**config.mk**
```make
export PLATFORM = sky130hd
export DESIGN_NAME = dual_modulus_prescaler
export DESIGN_NICKNAME = d
export VERILOG_FILES = /design/src/rtl/psc_pkg.sv /design/src/rtl/psc_ctl_sampler.sv /design/src/rtl/psc_phase_counter.sv /design/src/rtl/psc_out_shaper.sv /design/src/rtl/dual_modulus_prescaler.sv
export SDC_FILE = /design/constraint.sdc
export NUM_CORES = 1
export LEC_CHECK = 0
export BUFFER_PORTS_ARGS = -buffer_cell sky130_fd_sc_hd__buf_2
export CORE_AREA = 2 2 39 41
export CTS_BUF_LIST = sky130_fd_sc_hd__clkbuf_2 sky130_fd_sc_hd__clkbuf_4 sky130_fd_sc_hd__clkbuf_8
export DETAILED_ROUTE_END_ITERATION = 12
export DIE_AREA = 0 0 41 43
export GPL_TIMING_DRIVEN = 0
export MAX_ROUTING_LAYER = met4
export PLACE_DENSITY = 0.77
export REMOVE_ABC_BUFFERS = 1
export SLEW_MARGIN = 20
export SYNTH_ARGS = -nofsm -noshare
export SYNTH_HDL_FRONTEND = slang
export SYNTH_SLANG_ARGS = --single-unit
export TNS_END_PERCENT = 1
```
**constraint.sdc**
```tcl
create_clock -name clk -period 3 [get_ports clk]
set_input_delay 0.6 -clock clk [delete_from_list [all_inputs] [get_ports clk]]
set_output_delay 0.6 -clock clk [all_outputs]
set_load 0.005 [all_outputs]
```
**src/rtl/psc_pkg.sv**
```systemverilog
package psc_pkg;

  // Control pair as seen on the pins.
  typedef struct packed {
    logic narrow;     // 1: small family, 0: large family
    logic base_only;  // 1: N, 0: N+1
  } psc_ctl_t;

  // Period length in input clocks for a control pair.
  function automatic int unsigned period_len(psc_ctl_t c, int unsigned lo_base,
                                             int unsigned hi_base);
    int unsigned b;
    b = c.narrow ? lo_base : hi_base;
    return c.base_only ? b : b + 1;
  endfunction

endpackage

```
**src/rtl/psc_ctl_sampler.sv**
```systemverilog
module psc_ctl_sampler
  import psc_pkg::*;
#(
  parameter int unsigned LOW_BASE  = 64,
  parameter int unsigned HIGH_BASE = 128,
  parameter int unsigned CW        = 8
) (
  input  logic          clk,
  input  logic          rst,
  input  logic          narrow_i,
  input  logic          base_i,
  input  logic          sample_i,
  input  logic          wrap_i,
  output logic [CW-1:0] period_o,
  output logic [CW-1:0] half_o
);

  psc_ctl_t      live;
  psc_ctl_t      pend_q;
  logic [CW-1:0] live_len;
  logic [CW-1:0] pend_len;

  assign live     = '{narrow: narrow_i, base_only: base_i};
  assign live_len = CW'(period_len(live, LOW_BASE, HIGH_BASE));
  assign pend_len = CW'(period_len(pend_q, LOW_BASE, HIGH_BASE));

  // Pending pair is captured once per period; the running length is
  // replaced only when the counter wraps, so a period is never cut short.
  always_ff @(posedge clk) begin
    if (rst) begin
      pend_q   <= live;
      period_o <= live_len;
      half_o   <= live_len >> 1;
    end else begin
      if (sample_i) pend_q <= live;
      if (wrap_i) begin
        period_o <= pend_len;
        half_o   <= pend_len >> 1;
      end
    end
  end

  // the running length is always one of the four legal ratios
  a_r2_legal_length: assert property (@(posedge clk) disable iff (rst)
    (period_o == CW'(LOW_BASE)) || (period_o == CW'(LOW_BASE + 1)) ||
    (period_o == CW'(HIGH_BASE)) || (period_o == CW'(HIGH_BASE + 1)));

endmodule

```
**src/rtl/psc_phase_counter.sv**
```systemverilog
module psc_phase_counter #(
  parameter int unsigned CW          = 8,
  parameter int unsigned SAMPLE_LEAD = 4
) (
  input  logic          clk,
  input  logic          rst,
  input  logic [CW-1:0] period_i,
  output logic [CW-1:0] cnt_o,
  output logic          wrap_o,
  output logic          sample_o
);

  localparam logic [CW-1:0] ONE      = CW'(1);
  localparam logic [CW-1:0] LEAD_GAP = CW'(SAMPLE_LEAD + 1);

  assign wrap_o   = (cnt_o == period_i - ONE);
  assign sample_o = (cnt_o == period_i - LEAD_GAP);

  always_ff @(posedge clk) begin
    if (rst)         cnt_o <= '0;
    else if (wrap_o) cnt_o <= '0;
    else             cnt_o <= cnt_o + ONE;
  end

  // the phase never runs past the running period length
  a_r6_count_below_period: assert property (@(posedge clk) disable iff (rst)
    cnt_o < period_i);

endmodule

```
**src/rtl/psc_out_shaper.sv**
```systemverilog
module psc_out_shaper #(
  parameter int unsigned CW = 8
) (
  input  logic          clk,
  input  logic          rst,
  input  logic [CW-1:0] cnt_i,
  input  logic [CW-1:0] half_i,
  output logic          out_o
);

  // Registered so the downstream counter sees one clean edge per period.
  always_ff @(posedge clk) begin
    if (rst) out_o <= 1'b0;
    else     out_o <= (cnt_i < half_i);
  end

  // reset pulls the output low on the following cycle
  a_r1_reset_low: assert property (@(posedge clk)
    rst |=> !out_o);

endmodule

```
**src/rtl/dual_modulus_prescaler.sv**
```systemverilog
module dual_modulus_prescaler #(
  parameter int unsigned LOW_BASE    = 64,
  parameter int unsigned HIGH_BASE   = 128,
  // Clocks between the sampling edge and the period end, minus one.
  // Must be at least 1 and below LOW_BASE/2.
  parameter int unsigned SAMPLE_LEAD = 4
) (
  input  logic clk,
  input  logic rst,
  input  logic range_narrow,
  input  logic mod_base,
  output logic pulse_out
);

  localparam int unsigned CW = $clog2(HIGH_BASE + 2);

  logic [CW-1:0] period;
  logic [CW-1:0] half;
  logic [CW-1:0] cnt;
  logic          wrap;
  logic          sample;

  psc_ctl_sampler #(
    .LOW_BASE (LOW_BASE),
    .HIGH_BASE(HIGH_BASE),
    .CW       (CW)
  ) u_sampler (
    .clk     (clk),
    .rst     (rst),
    .narrow_i(range_narrow),
    .base_i  (mod_base),
    .sample_i(sample),
    .wrap_i  (wrap),
    .period_o(period),
    .half_o  (half)
  );

  psc_phase_counter #(
    .CW         (CW),
    .SAMPLE_LEAD(SAMPLE_LEAD)
  ) u_counter (
    .clk     (clk),
    .rst     (rst),
    .period_i(period),
    .cnt_o   (cnt),
    .wrap_o  (wrap),
    .sample_o(sample)
  );

  psc_out_shaper #(
    .CW(CW)
  ) u_shaper (
    .clk   (clk),
    .rst   (rst),
    .cnt_i (cnt),
    .half_i(half),
    .out_o (pulse_out)
  );

  // the ratio only changes as a new period begins
  a_r7_ratio_at_period_start: assert property (@(posedge clk) disable iff (rst)
    !$stable(period) |-> (cnt == '0));

  // the single rising edge sits at phase one of the period
  a_r6_rise_at_phase_one: assert property (@(posedge clk) disable iff (rst)
    $rose(pulse_out) |-> (cnt == CW'(1)));

  // a high output is confined to the first half of the period
  a_r6_high_in_first_half: assert property (@(posedge clk) disable iff (rst)
    pulse_out |-> ((cnt != '0) && (cnt <= half)));

endmodule

```
==> results of run 1 <==
==> worst max-delay path, delay by kind of cell (launching register included) <==
family / cells / cell delay [ns]
fa+ha+maj: 1 / 0.30
flops: 1 / 0.45
compound gates: 1 / 0.58
buf+inv: 1 / 0.07
xor+xnor: 1 / 0.16
==> sequential cells by signal (all words and copies together), names as in the netlist <==
register            cells
u_counter.cnt_o         8
u_shaper.out_o          1
u_sampler.half_o        1
u_sampler.pend_q        2
u_sampler.period_o      2
==> cell type report <==
| cell class | count | area (µm²) | share of cell area |
|---|---|---|---|
| flip-flops and latches | 14 | 330 | 0.444 |
| multi-input cells | 44 | 322 | 0.432 |
| clock buffers | 4 | 30.0 | 0.0403 |
| inverters | 6 | 22.5 | 0.0303 |
| repair buffers | 4 | 20.0 | 0.0269 |
| well taps | 16 | 20.0 | 0.0269 |
==> worst paths after layout <==
check / startpoint / end / slack (ns)
setup reg to reg: u_sampler.period_o[0] / u_sampler.period_o[0] / 1.07
hold / removal: u_counter.cnt_o[7] / u_shaper.out_o / 0.50
setup / recovery: u_sampler.period_o[0] / u_sampler.period_o[0] / 1.07
hold reg to reg: u_counter.cnt_o[7] / u_shaper.out_o / 0.50
==> synthesized netlist by cell type <==
cell,instances
nand2b_1,1
o31ai_1,1
and4_2,1
edfxtp_1,5
nor4b_1,1
xor2_1,7
a41o_1,1
nand4_1,1
and2_1,1
o21ai_0,3
dfxtp_1,9
clkbuf_1,1
ha_1,3
nand2_1,3
buf_6,1
nor4_1,1
o41ai_4,1
inv_1,6
o22ai_1,1
nand3_1,4
nor2_1,9
mux2i_1,3
xnor2_1,2
==> cell usage in the layout (no fill, tap or decap), types with 2 or more instances in the layout <==
cell,n
clkbuf_4,4
o21ai_0,3
nand2_1,3
xnor2_1,2
nand3_1,4
mux2i_1,3
edfxtp_1,5
buf_2,4
dfxtp_1,9
xor2_1,7
nor2_1,9
inv_1,6
ha_1,3
==> where the power goes <==
| group | total (mW) | switching (mW) | leakage, nW | internal (mW) |
|---|---|---|---|---|
| clock network | 0.115 | 0.0546 | 0.0184 | 0.0604 |
| logic | 0.0430 | 0.0237 | 0.179 | 0.0193 |
| registers | 0.220 | 0.0112 | 0.122 | 0.209 |
==> cell families (layout without fill, tap and decap cells) <==
| group | count (synthesis) | after routing |
|---|---|---|
| xor gates and xnor gates | 9 | 9 |
| AOI/OAI and AO/OA | 7 | 7 |
| adders and majority gates | 3 | 3 |
| DFF | 14 | 14 |
| buffers and inverters | 8 | 14 |
| and+or+nand+nor | 22 | 22 |
| muxes | 3 | 3 |
==> metal layers <==
metal	up-vias	part of all wire
li1	238	-
met1	209	0.52
met3	2	0.020
met4	0	0.017
met5	-	0
met2	5	0.44
==> stage by stage <==
step,total power [mW],hold slack [ns],std cells,area [µm²]
floorplan,0.256,0.459,64,674
global placement,0.267,0.478,84,714
detailed placement,0.268,0.493,84,714
CTS,0.382,0.509,88,744
global route,0.395,0.517,88,744
finish,0.378,0.505,88,744
==> flow_summary.toml, run 1 <==
[outcome]
outcome = "finished clean"

[yosys]
synth_compound_area_frac = 0.0962
synthAdderAreaFrac = 0.0544
synth_area_leaders = "dfxtp_1 26%, edfxtp_1 22%, xor2_1 8.9%, ha_1 5.4%, nor2_1 4.9%"
postSynthAreaPerCell_um2 = 10.4
synth_simple_gate_area_frac = 0.158
yosys_register_bits = 14
synth_warnings = 0
synth.distinct_cells = 23
yosysTopAreaCellShare = 0.261
synth_cells = 66
syn_area_um2 = 689
synth_area_leader_cell = "dfxtp_1"
synth_mux_area_frac = 0.0436
synth_top_family_by_area = "simple AND/OR/NAND/NOR gates"
synth-xor-area-share = 0.114
yosysSeqAreaShare = 0.479

[clocking]
post_cts_buffers = 0
clk_path_buf_depth = 2
htreeDepth = 1
cts_num_sinks = 14
insertion_delay_ns = 0.27
postCtsResizedCells = 0
hold_buffers = 0
ctsRootBufferMaster = "clkbuf_4"
cts_made_buffers = 3
cts_tree = "done"
clk_pin_slew_ns = 0.08

[sta]
fin_setup_tns_ns = 0
slew_viol_final = 0
tightestPinTransition_ns = 0.594
setup_viol = 0
finalCritPeriodShare = 0.642
rsz0062_at_grt = "false"
skew_ns = 0.00799
final_hold_viol_count = 0
layout_min_cycle_time_ns = 1.93
fmax_ghz = 0.519
setup_slack_ns = 1.07
slew_headroom = 0.603

[grt]
grtUsageMet3 = 0.0314
use_met1 = 0.185
track_usage = 0.140
overflow = 0
gr-usage-met2 = 0.191
antenna_found_initial = 0
grt_pass1_vias = 389
grt_pass1_wl_um = 1600
busiest_layer = "met2"
grt_max_degree = 10

[die]
initial_core_util = 0.498
fp.coreArea_um2 = 1380
io_pins = 5
die_height_um = 43
die_x_um = 41
rows = 14
die-area_um2 = 1760

[placed_design]
dp_slack_ns = 1.04
hpwl_um = 751
globalplace.congestion = 0.807
numPortBuffers = 4

[drt]
viasPerCell = 5.16
first_pass_iters = 3
dr_total_vias = 454
drtIter0Drc = 4
antenna_left = 0
wirelength_um = 992
wl_per_cell_um = 11.3
drcViolationCount = 0

[min_path]
min_path_type = "reg -> reg"
hold_path_depth = 1

[pwr]
leakage_nw = 0.320
irDropWorstVdd_mv = 0.265
power_density_nw_per_um2 = 508

[layout]
num-fill-cells = 122
fin_nets = 80
drive_above_1_share = 0.139
final_util = 0.538
syn_to_final_growth_pct = 7.99
n_antenna_cell = 0

[worst_setup_path]
rr_worst_depth = 4
critical_path.endpoint_type = "flip-flop"
critPathMaxFanout = 9
crit_required_ns = 2.90
path_class = "reg -> reg"
critPathLaunchType = "flip-flop"
slowest_delay_ns = 0.58
crit_chain = "inv_1 -> ha_1 -> xnor2_1 -> o41ai_4"
worst_path_max_delay_cell = "o41ai_4"
cp.arrival_ns = 1.83

[run]
maxCapViolCount = 0
(Power assumes the default switching activity.)
==> run 2: changes to the inputs <==
- clock period: 3 -> 1.8 ns (I/O delays scaled with it)
==> flow_summary.toml, run 2 (same netlist as run 1, synthesis figures left out) <==
[drt]
dr_total_vias = 464
wirelength_um = 1020
wl_per_cell_um = 11.3
drcViolationCount = 0
first_pass_iters = 3
viasPerCell = 5.16
drtIter0Drc = 4
antenna_left = 0

[grt]
overflow = 0
grt_pass1_vias = 402
track_usage = 0.141
grt_max_degree = 9
antenna_found_initial = 0
grt_pass1_wl_um = 1610

[die]
initial_core_util = 0.498
die_height_um = 43
fp.coreArea_um2 = 1380
io_pins = 5
die-area_um2 = 1760
rows = 14
die_x_um = 41

[pwr]
leakage_nw = 0.329
irDropWorstVdd_mv = 0.442
total_power_uw = 635
power_density_nw_per_um2 = 837

[worst_setup_path]
cp.arrival_ns = 1.72
crit_family = "flip-flops"
critPathMaxFanout = 8
worst_path_max_delay_cell = "dfxtp_1"
slowest_delay_ns = 0.46
path_class = "reg -> reg"
crit_required_ns = 1.78
r2r_setup_slack_ns = 0.07
crit_chain = "and4_2 -> mux2i_1 -> o41ai_4 -> buf_4"
critPathBufInv = 1
critPathLaunchType = "flip-flop"
critical_path.endpoint_type = "flip-flop"

[sta]
slew_viol_final = 0
finalCritPeriodShare = 0.963
rsz0062_at_grt = "false"
final_hold_viol_count = 0
tightestPinTransition_ns = 0.320
fmax_ghz = 0.577
slew_headroom = 0.784
skew_ns = 0.00803
layout_min_cycle_time_ns = 1.73
setup_viol = 0
setup_slack_ns = 0.0671

[placed_design]
globalplace.congestion = 0.807
numPortBuffers = 4
dp_slack_ns = -0.156
hpwl_um = 751

[clocking]
cts_tree = "done"
cts_num_sinks = 14
cts_made_buffers = 3
htreeDepth = 1
clk_pin_slew_ns = 0.08
ctsRootBufferMaster = "clkbuf_4"
postCtsResizedCells = 0
insertion_delay_ns = 0.27
clk_path_buf_depth = 2

[layout]
layout_common_cells = "9 x nor2_1, 9 x dfxtp_1, 7 x xor2_1, 6 x inv_1, 5 x edfxtp_1"
syn_to_final_growth_pct = 10.2
n_antenna_cell = 0
multi_input_area_um2 = 322
largestRegisters = "u_counter.cnt_o (8), u_sampler.pend_q (2), u_sampler.period_o (2)"
num-fill-cells = 120
regArea_um2 = 330
regMostFlops = "u_counter.cnt_o"
drive_above_1_share = 0.162
fin_nets = 82
largest_register_ffs = 8

[run]
maxCapViolCount = 0

[outcome]
outcome = "finished clean"

[min_path]
min_path_type = "in -> reg"
## run 2: cell count changes in the layout (fill, tap and decap cells not counted)
cell,previous run,this run
buf_4,0,2
## run 2: worst paths after layout
path | cells past startpoint | end | start
worst min register to register | 1 | u_shaper.out_o | u_counter.cnt_o[7]
worst max-delay path | 4 | u_sampler.period_o[0] | u_counter.cnt_o[2]
worst max register to register | 4 | u_sampler.period_o[0] | u_counter.cnt_o[2]
worst min-delay path | 1 | u_sampler.pend_q[0] | mod_base
## run 2: power breakdown
part	switching [mW]	leakage, nW	total (mW)	internal [mW]
clock	0.0910	0.0184	0.192	0.101
combinational	0.0409	0.188	0.0767	0.0359
sequential	0.0187	0.122	0.367	0.348
## run 2: repair_timing
action,4_1_cts,5_1_grt
hold buffers,0,0
buffers inserted,2,0
setup endpoints to repair,7,0
## run 2: area by class of cell
cell class,count,share of cell area
inverter,6,0.0297
tap,16,0.0264
clock buffer,4,0.0395
sequential,14,0.435
timing repair buffer,6,0.0461
multi-input combinational,44,0.423
## run 2: through the flow
stage	setup TNS, ns	util	hold WS, ns	instances	area (µm²)
final	0	0.549	0.275	90	759
after global routing	0	0.549	0.277	90	759
after CTS	0	0.549	0.272	90	759
after detailed placement	-0.574	0.516	0.493	84	714
after global placement	-0.397	0.516	0.478	84	714
after floorplan	0	-	0.432	64	674
## run 2: per-layer routing
layer | vias to the layer above | GRT usage | share of wire
li1 | 242 | - | -
met1 | 215 | 0.185 | 0.51
met2 | 5 | 0.194 | 0.45
met3 | 2 | 0.0314 | 0.020
met4 | 0 | 0.0800 | 0.017
met5 | - | - | 0
## run 2: worst reg2reg max path: stages (launching register included)
cell	delay, ns
dfxtp_1	0.46
and4_2	0.29
mux2i_1	0.12
o41ai_4	0.39
buf_4	0.20
==> run 3: changes to the inputs <==
- GPL_ROUTABILITY_DRIVEN: unset -> 0
- RECOVER_POWER: unset -> 100
==> flow_summary.toml, run 3 (same netlist as run 1, synthesis figures left out) <==
[worst_setup_path]
slowest_delay_ns = 0.46
rr_worst_depth = 4
cp.arrival_ns = 1.72
critPathBufInv = 1
critical_path.endpoint_type = "flip-flop"
crit_required_ns = 1.78
crit_chain = "and4_2 -> mux2i_1 -> o41ai_4 -> buf_4"
worst_path_max_delay_cell = "dfxtp_1"
path_class = "reg -> reg"
crit_family = "flip-flops"
crit_cells = 4
critPathLaunchType = "flip-flop"
critPathMaxFanout = 8

[die]
die_x_um = 41
rows = 14
io_pins = 5
die-area_um2 = 1760
fp.coreArea_um2 = 1380
initial_core_util = 0.498
die_height_um = 43

[layout]
final_util = 0.547
largest_register_ffs = 8
layout_common_cells = "9 x nor2_1, 9 x dfxtp_1, 7 x xor2_1, 6 x inv_1, 5 x edfxtp_1"
syn_to_final_growth_pct = 9.80
n_antenna_cell = 0
fin_nets = 82
regArea_um2 = 330
multi_input_area_um2 = 322
regMostFlops = "u_counter.cnt_o"
num-fill-cells = 120
drive_above_1_share = 0.135
largestRegisters = "u_counter.cnt_o (8), u_sampler.pend_q (2), u_sampler.period_o (2)"

[pwr]
comb_power_share = 0.120
intPower_uw = 484
power_density_nw_per_um2 = 838
p_clk_frac = 0.302
leakage_nw = 0.323
p_switching_uw = 151
p_sw_frac = 0.237
irDropWorstVdd_mv = 0.442
power_frac_seq = 0.578

[sta]
setup_viol = 0
layout_min_cycle_time_ns = 1.73
rsz0062_at_grt = "false"
fin_setup_tns_ns = 0
skew_ns = 0.00796
slew_headroom = 0.784
final_hold_viol_count = 0
slew_viol_final = 0
fmax_ghz = 0.577
hold_ws_ns = 0.275
finalCritPeriodShare = 0.963
tightestPinTransition_ns = 0.320

[placed_design]
hpwl_um = 751
numPortBuffers = 4

[clocking]
cts_num_sinks = 14
cts_made_buffers = 3
htreeDepth = 1
cts_tree = "done"
insertion_delay_ns = 0.27
ctsRootBufferMaster = "clkbuf_4"
clk_path_buf_depth = 2
clk_pin_slew_ns = 0.08

[drt]
drcViolationCount = 0
wirelength_um = 1010
drtIter0Drc = 3
first_pass_iters = 3
antenna_left = 0
dr_total_vias = 464
viasPerCell = 5.16
wl_per_cell_um = 11.3

[min_path]
hold_path_depth = 1
min_path_type = "in -> reg"

[outcome]
outcome = "finished clean"

[grt]
grt_pass1_wl_um = 1610
grt_max_degree = 9
track_usage = 0.141
antenna_found_initial = 0
grt_pass1_vias = 402
overflow = 0

[run]
maxCapViolCount = 0
-- run 3: area by class of cell --
type                            count  share of cell area
Multi-Input combinational cell     44               0.425
Clock buffer                        4              0.0397
Inverter                            6              0.0298
Timing Repair Buffer                6              0.0430
Sequential cell                    14               0.436
Tap cell                           16              0.0264
-- run 3: worst paths after layout --
path | from | to | slack, ns
worst max-delay path | u_counter.cnt_o[2] | u_sampler.period_o[0] | 0.07
worst min-delay path | mod_base | u_sampler.pend_q[0] | 0.27
worst max register to register | u_counter.cnt_o[2] | u_sampler.period_o[0] | 0.07
worst min register to register | u_counter.cnt_o[7] | u_shaper.out_o | 0.51
-- run 3: through the flow --
stage / area [µm²] / cells / total power, mW / setup slack, ns
global placement: 714 / 84 / 0.445 / -0.132
detailed placement: 714 / 84 / 0.447 / -0.156
global route: 757 / 90 / 0.662 / 0.00869
floorplan: 674 / 64 / 0.426 / 0.0596
finish: 757 / 90 / 0.635 / 0.0671
CTS: 759 / 90 / 0.642 / 0.0829
-- run 3: timing repair --
item,CTS,global route
setup buffers,2,0
setup endpoints to repair,7,0
hold buffers,0,0
gates resized for setup,0,0
-- run 3: layer usage --
metal,share of wire,routed length [µm],vias to the layer above,GRT usage
li1,-,-,242,-
met1,0.51,520,215,0.185
met4,0.017,17,0,0.0800
met2,0.45,456,5,0.194
met3,0.021,21,2,0.0314
met5,0,0,-,-
-- run 3: power by group through the flow --
stage	Sequential (mW)	Clock [mW]	Combinational, mW
after floorplan	0.370	0	0.0560
final	0.367	0.192	0.0759
after CTS	0.367	0.198	0.0775
after global placement	0.374	0	0.0710
after global routing	0.370	0.206	0.0849
after detailed placement	0.374	0	0.0728
